[src/rtl/tx_ser_pkg.sv]
package tx_ser_pkg;

    localparam int MAX_W = 10;

    // Legal serialization ratios.
    function automatic bit ratio_ok(input int r);
        return (r == 4) || (r == 6) || (r == 7) || (r == 8) || (r == 10);
    endfunction

    // Width of a counter that must reach r-1.
    function automatic int cnt_bits(input int r);
        return (r <= 2) ? 1 : $clog2(r);
    endfunction

    // Frame-timing state handed from the counter to the datapath.
    typedef struct packed {
        logic load_en;
        logic first_bit;
    } frame_ev_t;

endpackage

[src/rtl/tx_ser_frame_ctr.sv]
module tx_ser_frame_ctr
    import tx_ser_pkg::*;
#(
    parameter int RATIO = 10,
    localparam int CW = cnt_bits(RATIO)
) (
    input  logic          clk,
    input  logic          rst,
    output logic [CW-1:0] cnt,
    output frame_ev_t     ev
);

    localparam logic [CW-1:0] LAST = CW'(RATIO - 1);

    logic [CW-1:0] cnt_q;

    always_ff @(posedge clk) begin
        if (rst) begin
            cnt_q <= '0;
        end else if (cnt_q == LAST) begin
            cnt_q <= '0;
        end else begin
            cnt_q <= cnt_q + CW'(1);
        end
    end

    always_comb begin
        ev.load_en   = (cnt_q == LAST);
        ev.first_bit = (cnt_q == '0);
    end

    assign cnt = cnt_q;

endmodule

[src/rtl/tx_ser_hold.sv]
module tx_ser_hold
    import tx_ser_pkg::*;
#(
    parameter int RATIO = 10
) (
    input  logic             clk,
    input  logic             rst,
    input  logic [MAX_W-1:0] din,
    input  logic             cap,
    output logic [RATIO-1:0] hold
);

    logic [RATIO-1:0] hold_q;

    always_ff @(posedge clk) begin
        if (rst) begin
            hold_q <= '0;
        end else if (cap) begin
            hold_q <= din[RATIO-1:0];
        end
    end

    assign hold = hold_q;

endmodule

[src/rtl/tx_ser_shift.sv]
module tx_ser_shift
    import tx_ser_pkg::*;
#(
    parameter int RATIO = 10
) (
    input  logic             clk,
    input  logic             rst,
    input  frame_ev_t        ev,
    input  logic [RATIO-1:0] word,
    output logic [RATIO-1:0] shreg,
    output logic             sdo
);

    logic [RATIO-1:0] sh_q;

    always_ff @(posedge clk) begin
        if (rst) begin
            sh_q <= '0;
        end else if (ev.load_en) begin
            sh_q <= word;
        end else begin
            sh_q <= {sh_q[RATIO-2:0], 1'b0};
        end
    end

    assign shreg = sh_q;
    assign sdo   = sh_q[RATIO-1];

endmodule

[src/rtl/tx_ser.sv]
module tx_ser
    import tx_ser_pkg::*;
#(
    parameter int RATIO = 10
) (
    input  logic             clk_fast,
    input  logic             rst,
    input  logic [MAX_W-1:0] par_data,
    input  logic             par_valid,
    output logic             ser_out
);

    localparam int CW = cnt_bits(RATIO);

    generate
        if (!ratio_ok(RATIO)) begin : g_bad_ratio
            $error("tx_ser: RATIO must be 4, 6, 7, 8 or 10");
        end
    endgenerate

    logic [CW-1:0]    frm_cnt;
    frame_ev_t        ev;
    logic [RATIO-1:0] hold_q;
    logic [RATIO-1:0] shift_q;
    logic             load_en;

    tx_ser_frame_ctr #(.RATIO(RATIO)) u_ctr (
        .clk (clk_fast),
        .rst (rst),
        .cnt (frm_cnt),
        .ev  (ev)
    );

    tx_ser_hold #(.RATIO(RATIO)) u_hold (
        .clk  (clk_fast),
        .rst  (rst),
        .din  (par_data),
        .cap  (par_valid),
        .hold (hold_q)
    );

    tx_ser_shift #(.RATIO(RATIO)) u_shift (
        .clk   (clk_fast),
        .rst   (rst),
        .ev    (ev),
        .word  (hold_q),
        .shreg (shift_q),
        .sdo   (ser_out)
    );

    assign load_en = ev.load_en;

endmodule

[config.mk]
export PLATFORM = sky130hd
export DESIGN_NAME = tx_ser
export DESIGN_NICKNAME = d
export VERILOG_FILES = /design/src/rtl/tx_ser_pkg.sv /design/src/rtl/tx_ser_frame_ctr.sv /design/src/rtl/tx_ser_hold.sv /design/src/rtl/tx_ser_shift.sv /design/src/rtl/tx_ser.sv
export SDC_FILE = /design/constraint.sdc
export NUM_CORES = 1
export LEC_CHECK = 0
export ABC_AREA = 0
export BUFFER_PORTS_ARGS = -buffer_cell sky130_fd_sc_hd__buf_2
export CAP_MARGIN = 20
export CORE_UTILIZATION = 45
export CTS_BUF_LIST = sky130_fd_sc_hd__clkbuf_8
export CTS_CLUSTER_SIZE = 12
export DETAILED_ROUTE_END_ITERATION = 16
export HOLD_SLACK_MARGIN = 0.02
export MAX_ROUTING_LAYER = met4
export PLACE_DENSITY = 0.66
export SYNTH_ARGS = -nofsm -noshare
export SYNTH_HDL_FRONTEND = slang
export SYNTH_SLANG_ARGS = --single-unit
[constraint.sdc]
create_clock -name clk_fast -period 1.9 [get_ports clk_fast]
set_clock_uncertainty 0.15 [all_clocks]
set_input_delay 0.285 -clock clk_fast [delete_from_list [all_inputs] [get_ports clk_fast]]
set_output_delay 0.285 -clock clk_fast [all_outputs]
set_load 0.01 [all_outputs]
[Word-level counts from Yosys, hierarchy flattened]
Index checks and enable logic that the tools add are counted.
Storage, ports and cells
  register bits after elaboration: 24
  input bits: 13
  output and inout port bits: 1
  logic and storage cells: 10
Cells by class
  add/sub/neg operators: 1
  equal/unequal tests: 1
  mux-type cells: 1
  bitwise gates (word level): 1
  reductions and logical operators: 2
Operators by type and width (number)
  2-to-1 mux 10 bit: 1
  adder 4 x 1 -> 4 bit (second input constant): 1
  == test 4 bit (second input constant): 1
  OR reduction 2 bit: 2
  inverter 1 bit: 1

[Depth between registers and ports, before layout]
Gate-level depths: netlist (run 1).
  depth after elaboration: 3
  depth in mapped cells: 6
  depth with buffers taken out: 5

[Modules after synthesis]
From an unflattened synthesis (run 1), not the netlist that was laid out.
Second synthesis, totals
  cell total of the unflattened synthesis: 86
  area total of the unflattened synthesis: 917.1 um2
Modules (own cells, without submodules)
  tx_ser_shift: times used 1, cells an instance 32, area each 360.3 um2, sequential area each 200.2 um2
  tx_ser_hold: times used 1, cells an instance 32, area each 352.8 um2, sequential area each 200.2 um2
  tx_ser_frame_ctr: times used 1, cells an instance 22, area each 203.9 um2, sequential area each 80.1 um2

[Worst setup path before layout (run 1)]
Ideal clock, no wire load.
  kind: register to register
  from: register u_ctr.cnt_q[1], in the netlist u_ctr.cnt[1]
  to: register u_shift.sh_q[1], in the netlist u_shift.shreg[1]
  library setup time: 128 ps
  arrival: 1067 ps
  data required time: 1622 ps
  setup slack: 555 ps
  cell stages (with the launch flop): 7
  path buffers: 1
  clock period less this slack: 1345 ps
  cells stage by stage: dfxtp_1 inv_1 ha_1 nand3b_4 buf_6 mux2i_1 nor2_1
On the way
  cells in the longest elaborated chain, start to end: 2
Ends and longest elaborated chain
  from (decl): RTL line tx_ser_frame_ctr.sv:15  | logic [CW-1:0] cnt_q;
  from (signal assigned): RTL line tx_ser_frame_ctr.sv:23  | cnt_q <= cnt_q + CW'(1);
  == test 4 bit: RTL line tx_ser_frame_ctr.sv:28  | ev.load_en = (cnt_q == LAST);
  2-to-1 mux 10 bit: RTL line tx_ser_shift.sv:19  | end else if (ev.load_en) begin
  to (signal assigned): RTL line tx_ser_shift.sv:20  | sh_q <= word;
  to (signal assigned): RTL line tx_ser_shift.sv:22  | sh_q <= {sh_q[RATIO-2:0], 1'b0};
  to (decl): RTL line tx_ser_shift.sv:14  | logic [RATIO-1:0] sh_q;
No other way between the ends.
A chain may end at the register's enable or synchronous reset.

[Worst setup path after layout (run 1)]
  from: register u_ctr.cnt_q[0], in the netlist u_ctr.cnt[0]
  to: register u_shift.sh_q[8], in the netlist u_shift.shreg[8]
The elaborated chain is that of the path after synthesis.

==> impl_metrics.env, run 1 <==
export IMPL_syn_area_sq_um=888
export IMPL_clkTransAtPathRegs_ns=0.08
export IMPL_grt_pass1_wl_um=1970
export IMPL_hold_path_class="input port to flip-flop"
export IMPL_fin_crit_sh_pct=74.4
export IMPL_synth_edf_count=0
export IMPL_placed_area_sq_um=961
export IMPL_cts_sinks=24
export IMPL_grt_usage_pct=13.9
export IMPL_cp_data_required_time_ns=1.89
export IMPL_async_flop_share_pct=0
export IMPL_cp_arrival_ns=1.40
export IMPL_synth_seq_cells=24
export IMPL_yosys_area_top_type="dfxtp_1"
export IMPL_yosys_top_cells_area="dfxtp_1, mux2i_1, nor2_1"
export IMPL_cts_resized=0
export IMPL_fin_tns_setup_ns=0
export IMPL_powerDensity_mw_per_mm2=906
export IMPL_utilization_pct=57.0
export IMPL_finish_net_count=110
export IMPL_syn_nets=96
export IMPL_ys_top_cells_by_count="dfxtp_1, mux2i_1, nor2_1, nor3b_1"
export IMPL_drive_gt1_share_pct=19.1
export IMPL_die_w_um=46.4
export IMPL_final_max_slew_viol_count=0
export IMPL_antennaDiodeCount=0
export IMPL_num_io_pins=14
export IMPL_fillCellCount=161
export IMPL_clkLatencyLatePin_ns=0.26
export IMPL_p_leak_uw=0.000521
export IMPL_setup_viol_count_final=0
export IMPL_cts_root_buf="clkbuf_8"
export IMPL_ys_warn_count=0
export IMPL_final_antenna_net_count=0
export IMPL_grt_start_max_net_pins=25
export IMPL_relSlewSlack_pct=73.0
export IMPL_num_rows=15
export IMPL_port_buffers=13
export IMPL_cts_htree_levels=1
export IMPL_max_slew_worst_pin_slew_ns=0.405
export IMPL_r2r_slack_ns=0.49
export IMPL_syn_to_final_growth_pct=14.4
export IMPL_placed_cells=115
export IMPL_cts_inserted_buffers=3
export IMPL_synth_flop_cell="dfxtp_1"
export IMPL_rsz0062_at_grt="false"
export IMPL_drt_iter0_markers=0
export IMPL_die_y_um=46.4
export IMPL_outcome="complete, no violations"
export IMPL_gp_congestion=0.680
export IMPL_syn_avg_cell_area_sq_um=11.0
export IMPL_core_sq_mm=0.00178
export IMPL_dr_pass1_iters=1
export IMPL_drv_cap=0
export IMPL_design_power_total_uw=921
export IMPL_netlist_instances=81
export IMPL_cts_tree="yes"
export IMPL_drt_wl_total_um=1250
export IMPL_wire_per_inst_um=10.5
export IMPL_fp_dieArea_sq_mm=0.00216
export IMPL_grt_ovfl_total=0
export IMPL_grt_pass1_vias=461
export IMPL_cp_start_kind="flip-flop"
export IMPL_ys_types=16
export IMPL_dr_total_vias=557
export IMPL_antenna_found_initial=0
export IMPL_start_util_pct=49.8
export IMPL_critPathCaptureType="flip-flop"
export IMPL_period_minus_slack_ns=1.41
export IMPL_vias_per_cell=4.68
export IMPL_synth_top_area_share_pct=54.1
export IMPL_clockBufferDepth=2
export IMPL_final_hold_violation_count=0
export IMPL_final_instance_count_excl_fill=119
export IMPL_yosysMostFrequentCell="dfxtp_1"
export IMPL_postCtsHoldBufs=0
export IMPL_drc=0
export IMPL_cts_setup_buffers=0
export IMPL_critPathMaxFanout=12
export IMPL_vdd_drop_max_mv=0.650
export IMPL_path_class="flip-flop to flip-flop"
export IMPL_synth_seq_area_share_pct=54.1
export IMPL_finalInstanceArea_sq_mm=0.00102
export IMPL_timing_fmax_ghz=0.708
==> sequential cells by signal, indices dropped and copies added (netlist names) <==
register	count
u_shift.shreg	10
u_hold.hold	10
u_ctr.cnt	4
==> metal layers <==
metal | track usage (%) | wire, um | vias up
met5 | - | 0 | -
met4 | 5.29 | 21 | 0
met3 | 5.88 | 59 | 2
met2 | 20.3 | 567 | 12
met1 | 16.9 | 605 | 246
li1 | - | - | 297
==> power by group <==
part           total (uW)  internal [uW]  switching [uW]
Clock                 330            185             146
Combinational        57.1           29.5            27.5
Sequential            534            521            13.1
==> layout make-up <==
type	instances	area, sq um	area share, %
Timing Repair Buffer	13	65.1	6.40
Inverter	1	3.75	0.369
Sequential cell	24	480	47.3
Clock buffer	4	55.1	5.42
Multi-Input combinational cell	52	380	37.4
Tap cell	25	31.3	3.08
==> metrics by stage <==
| stage | hold slack, ns | worst slack [ns] |
|---|---|---|
| floorplan | 0.204 | 0.555 |
| global placement | 0.296 | 0.530 |
| detailed placement | 0.311 | 0.493 |
| CTS | 0.102 | 0.465 |
| global route | 0.0990 | 0.384 |
| finish | 0.104 | 0.487 |
==> final timing paths <==
kind                                  startpoint  depth (start not counted)               end
worst max-delay path                u_ctr.cnt[0]                          4  u_shift.shreg[8]
worst min-delay path                 par_data[0]                          3    u_hold.hold[0]
worst max register to register      u_ctr.cnt[0]                          4  u_shift.shreg[8]
worst min register to register  u_shift.shreg[8]                          2  u_shift.shreg[9]
==> cells in the final DEF, fill, tap and decap left out <==
master / n
clkbuf_8: 4
nand3_1: 1
or3b_1: 1
nand2_1: 1
mux2i_1: 20
dfxtp_1: 24
nand3b_4: 1
inv_1: 1
nand4b_1: 1
buf_2: 13
a31oi_1: 1
nor2_1: 20
a21oi_1: 1
ha_1: 2
nor3b_1: 3
==> worst max-delay path, cell delays in order, from the launching register on <==
cell	delay, ns
dfxtp_1	0.41
ha_1	0.26
nand3b_4	0.21
mux2i_1	0.21
nor2_1	0.05
==> logic make-up (layout without fill, tap and decap cells) <==
logic type	after synthesis	count (layout)	synth area share (%)
multiplexers	20	20	22.5
buffers and inverters	5	18	3.10
AO/OA/AOI/OAI	2	2	1.27
flip-flops	24	24	54.1
adder cells (fa/ha/maj)	2	2	2.82
AND/OR/NAND/NOR	28	28	16.2
Note: power is estimated with default switching activity, not from simulation.
==> inputs of run 2 (changes only) <==
Clock period 1.9 ns to 1.42 ns, I/O delays scaled along.
==> impl_metrics.env, run 2 (synthesized netlist as in run 1, its figures left out) <==
export IMPL_outcome="complete, no violations"
export IMPL_final_max_slew_viol_count=0
export IMPL_timing_fmax_ghz=0.771
export IMPL_min_from="par_data[6]"
export IMPL_period_minus_slack_ns=1.30
export IMPL_drt_wl_total_um=1290
export IMPL_utilization_pct=58.0
export IMPL_rsz0062_at_grt="false"
export IMPL_vias_per_cell=4.56
export IMPL_cp_arrival_ns=1.29
export IMPL_drv_cap=0
export IMPL_worstReg2RegStart="u_ctr.cnt[1]"
export IMPL_powerDensity_mw_per_mm2=1210
export IMPL_dr_total_vias=552
export IMPL_drive_gt1_share_pct=21.9
export IMPL_clockBufferDepth=2
export IMPL_drt_iter0_markers=3
export IMPL_start_util_pct=49.8
export IMPL_antenna_found_initial=0
export IMPL_syn_to_final_growth_pct=16.3
export IMPL_cts_inserted_buffers=3
export IMPL_port_buffers=13
export IMPL_dp_slack_ns=0.0872
export IMPL_finish_net_count=112
export IMPL_reg2reg_depth=5
export IMPL_dp_hpwl_um=864
export IMPL_die_w_um=46.4
export IMPL_layout_commonest_cell="dfxtp_1"
export IMPL_fin_crit_sh_pct=91.3
export IMPL_cp_data_required_time_ns=1.41
export IMPL_fin_tns_setup_ns=0
export IMPL_most_common_layout_cells="dfxtp_1, mux2i_1, nor2_1, buf_2, clkbuf_8"
export IMPL_crit_start="u_ctr.cnt[1]"
export IMPL_grt_pass1_wl_um=2040
export IMPL_antennaDiodeCount=0
export IMPL_setup_viol_count_final=0
export IMPL_grt_ovfl_total=0
export IMPL_p_leak_uw=0.000530
export IMPL_gp_congestion=0.656
export IMPL_clkLatencyLatePin_ns=0.26
export IMPL_fp_dieArea_sq_mm=0.00216
export IMPL_grt_start_max_net_pins=25
export IMPL_path_class="flip-flop to flip-flop"
export IMPL_final_antenna_net_count=0
export IMPL_num_io_pins=14
export IMPL_cp_start_kind="flip-flop"
export IMPL_drc=0
export IMPL_critPathCaptureType="flip-flop"
export IMPL_postCtsHoldBufs=0
export IMPL_dr_pass1_iters=4
export IMPL_max_slew_worst_pin_slew_ns=0.412
export IMPL_relSlewSlack_pct=72.5
export IMPL_design_power_total_uw=1250
export IMPL_fin_ws_ns=0.124
export IMPL_cts_htree_levels=1
export IMPL_core_sq_mm=0.00178
export IMPL_critPathMaxFanout=12
export IMPL_grt_pass1_vias=466
export IMPL_cts_sinks=24
export IMPL_cts_setup_buffers=0
export IMPL_num_rows=15
export IMPL_cts_resized=0
export IMPL_clkTransAtPathRegs_ns=0.08
export IMPL_hold_path_class="input port to flip-flop"
export IMPL_hold_path_depth=3
export IMPL_final_hold_violation_count=0
export IMPL_grt_usage_pct=14.3
export IMPL_cts_root_buf="clkbuf_8"
export IMPL_vdd_drop_max_mv=0.770
export IMPL_hold_slack_ns=0.0283
export IMPL_die_y_um=46.4
export IMPL_wire_per_inst_um=10.6
export IMPL_cts_tree="yes"
## run 2: cell count changes in the layout (fill, tap and decap cells not counted)
cell	before	now
ha_1	2	1
ha_2	0	1
buf_4	0	2
## run 2: area by class of cell
type / count / area, sq um
inverters: 1 / 3.75
flip-flops and latches: 24 / 480
fillers: 172 / 749
well taps: 25 / 31.3
multi-input cells: 52 / 383
repair buffers: 15 / 80.1
clock buffers: 4 / 55.1
## run 2: worst max-delay path, cell delays in order, from the launching register on
cell and delay [ns]:
dfxtp_1 0.31, inv_1 0.05, ha_2 0.21, nand3b_4 0.20
mux2i_1 0.21, nor2_1 0.05
## run 2: through the flow
step | instances | area, sq um
floorplan | 81 | 888
global placement | 117 | 976
global route | 121 | 1030
finish | 121 | 1030
CTS | 121 | 1030
detailed placement | 117 | 976
## run 2: power breakdown
part           internal [uW]  switching [uW]  total, uW
clock network            247             204        451
logic                   46.7            43.0       89.7
registers                697            14.1        711
## run 2: worst paths after layout
kind | end | slack, ns
worst max-delay path | u_shift.shreg[1] | 0.12
worst max register to register | u_shift.shreg[1] | 0.12
worst min-delay path | u_hold.hold[6] | 0.03
worst min register to register | u_shift.shreg[3] | 0.32
## run 2: metal layers
layer  part of all wire, %  wire (um)  global-route usage (%)  vias up
met3                   4.6         59                    7.06        3
met5                     0          0                       -        -
met4                   1.5         19                    5.29        0
met1                    54        696                    18.4      237
li1                      -          -                       -      301
met2                    40        512                    19.2       11
==> inputs of run 3 (changes only) <==
Settings changed: CELL_PAD_IN_SITES_DETAIL_PLACEMENT set to 0, CELL_PAD_IN_SITES_GLOBAL_PLACEMENT set to 1, CORE_UTILIZATION 45 to 44, PLACE_DENSITY 0.66 to unset, PLACE_DENSITY_LB_ADDON set to 0.1.
==> impl_metrics.env, run 3 (synthesized netlist as in run 1, its figures left out) <==
export IMPL_antenna_found_initial=0
export IMPL_cts_sinks=24
export IMPL_core_sq_mm=0.00180
export IMPL_outcome="complete, no violations"
export IMPL_finish_net_count=113
export IMPL_design_power_total_uw=1190
export IMPL_cpLargestDelayFamily="flip-flops"
export IMPL_clkTransAtPathRegs_ns=0.08
export IMPL_drc=0
export IMPL_syn_to_final_growth_pct=16.6
export IMPL_clkLatencyLatePin_ns=0.26
export IMPL_grt_ovfl_total=0
export IMPL_placed_cells=117
export IMPL_period_minus_slack_ns=1.33
export IMPL_grt_pass1_vias=488
export IMPL_critPathCaptureType="flip-flop"
export IMPL_final_antenna_net_count=0
export IMPL_cts_htree_levels=1
export IMPL_antennaDiodeCount=0
export IMPL_drt_iter0_markers=6
export IMPL_placed_area_sq_um=976
export IMPL_grt_usage_pct=14.8
export IMPL_vdd_drop_max_mv=0.743
export IMPL_setup_viol_count_final=0
export IMPL_fp_dieArea_sq_mm=0.00220
export IMPL_num_rows=15
export IMPL_port_buffers=13
export IMPL_cts_tree="yes"
export IMPL_cp_data_required_time_ns=1.41
export IMPL_p_leak_uw=0.000526
export IMPL_vias_per_cell=4.79
export IMPL_grt_start_max_net_pins=25
export IMPL_relSlewSlack_pct=70.5
export IMPL_crit_chain="inv_1 > ha_2 > nand3b_2 > mux2i_1 > nor2_1"
export IMPL_critPathMaxFanout=6
export IMPL_num_io_pins=14
export IMPL_dr_total_vias=579
export IMPL_drive_gt1_share_pct=22.9
export IMPL_path_class="flip-flop to flip-flop"
export IMPL_timing_fmax_ghz=0.753
export IMPL_max_slew_worst_pin_slew_ns=0.443
export IMPL_drt_wl_total_um=1390
export IMPL_hold_path_class="input port to flip-flop"
export IMPL_critPathSlowestCell="dfxtp_1"
export IMPL_fin_tns_setup_ns=0
export IMPL_cp_arrival_ns=1.31
export IMPL_clockBufferDepth=2
export IMPL_start_util_pct=49.3
export IMPL_cts_root_buf="clkbuf_8"
export IMPL_layout_commonest_cell="dfxtp_1"
export IMPL_critPathBufInv=1
export IMPL_die_y_um=46.9
export IMPL_dr_pass1_iters=3
export IMPL_max_stage_delay_ns=0.32
export IMPL_powerDensity_mw_per_mm2=1150
export IMPL_fin_crit_sh_pct=93.5
export IMPL_cp_start_kind="flip-flop"
export IMPL_grt_pass1_wl_um=2090
export IMPL_finalInstanceArea_sq_mm=0.00104
export IMPL_final_hold_violation_count=0
export IMPL_wire_per_inst_um=11.5
export IMPL_rsz0062_at_grt="false"
export IMPL_drv_cap=0
export IMPL_final_max_slew_viol_count=0
export IMPL_cts_inserted_buffers=3
export IMPL_gp_congestion=0.653
export IMPL_die_w_um=46.9
export IMPL_final_instance_count_excl_fill=121
export IMPL_most_common_layout_cells="dfxtp_1, mux2i_1, nor2_1, buf_2, clkbuf_8"
-- run 3: cell types whose count changed in the layout (fill, tap and decap cells not counted) --
cell / delta
clkbuf_8: -1
nand3b_2: +1
nor3b_1: -1
nor3b_2: +1
-- run 3: path summary, 6_finish.rpt --
path | from | to | slack (ns) | depth (start not counted)
worst max-delay path | u_ctr.cnt[1] | u_shift.shreg[7] | 0.09 | 5
worst min-delay path | par_data[1] | u_hold.hold[1] | 0.03 | 3
worst max register to register | u_ctr.cnt[1] | u_shift.shreg[7] | 0.09 | 5
worst min register to register | u_shift.shreg[4] | u_shift.shreg[5] | 0.32 | 2
-- run 3: cell type report --
class	instances	area, sq um
Sequential cell	24	480
Inverter	1	3.75
Clock buffer	3	41.3
Tap cell	25	31.3
Timing Repair Buffer	15	80.1
Fill cell	178	766
Multi-Input combinational cell	53	399
-- run 3: tightest hold or removal path, delay by kind of cell --
kind                   cells  cell delay [ns]
buffers and inverters      1             0.07
multiplexers               1             0.05
AND/OR/NAND/NOR            1             0.07
-- run 3: through the flow --
stage,hold slack [ns],util (%),setup WS (ns)
floorplan,0.132,-,0.0750
global route,0.0458,57.5,0.0428
CTS,0.0326,56.5,0.0612
finish,0.0314,57.5,0.0925
detailed placement,0.305,54.2,0.0749
global placement,0.296,54.2,0.115
-- run 3: repair_timing --
item                                    CTS  global route
gates resized for setup                   0             2
buffers inserted                          0             0
hold buffers                              0             0
endpoints found under the setup margin    0             5
-- run 3: layer usage --
layer	vias up	share of wire (%)	track usage, %	wire (um)
li1	305	-	-	-
met1	260	50	18.0	703
met2	10	44	21.4	614
met3	4	2.7	3.46	38
met4	0	2.7	10.3	37
met5	-	0	-	0
-- run 3: report_power, final --
group | internal, uW | switching, uW
Combinational | 48.0 | 44.5
Clock | 189 | 199
Sequential | 697 | 14.4
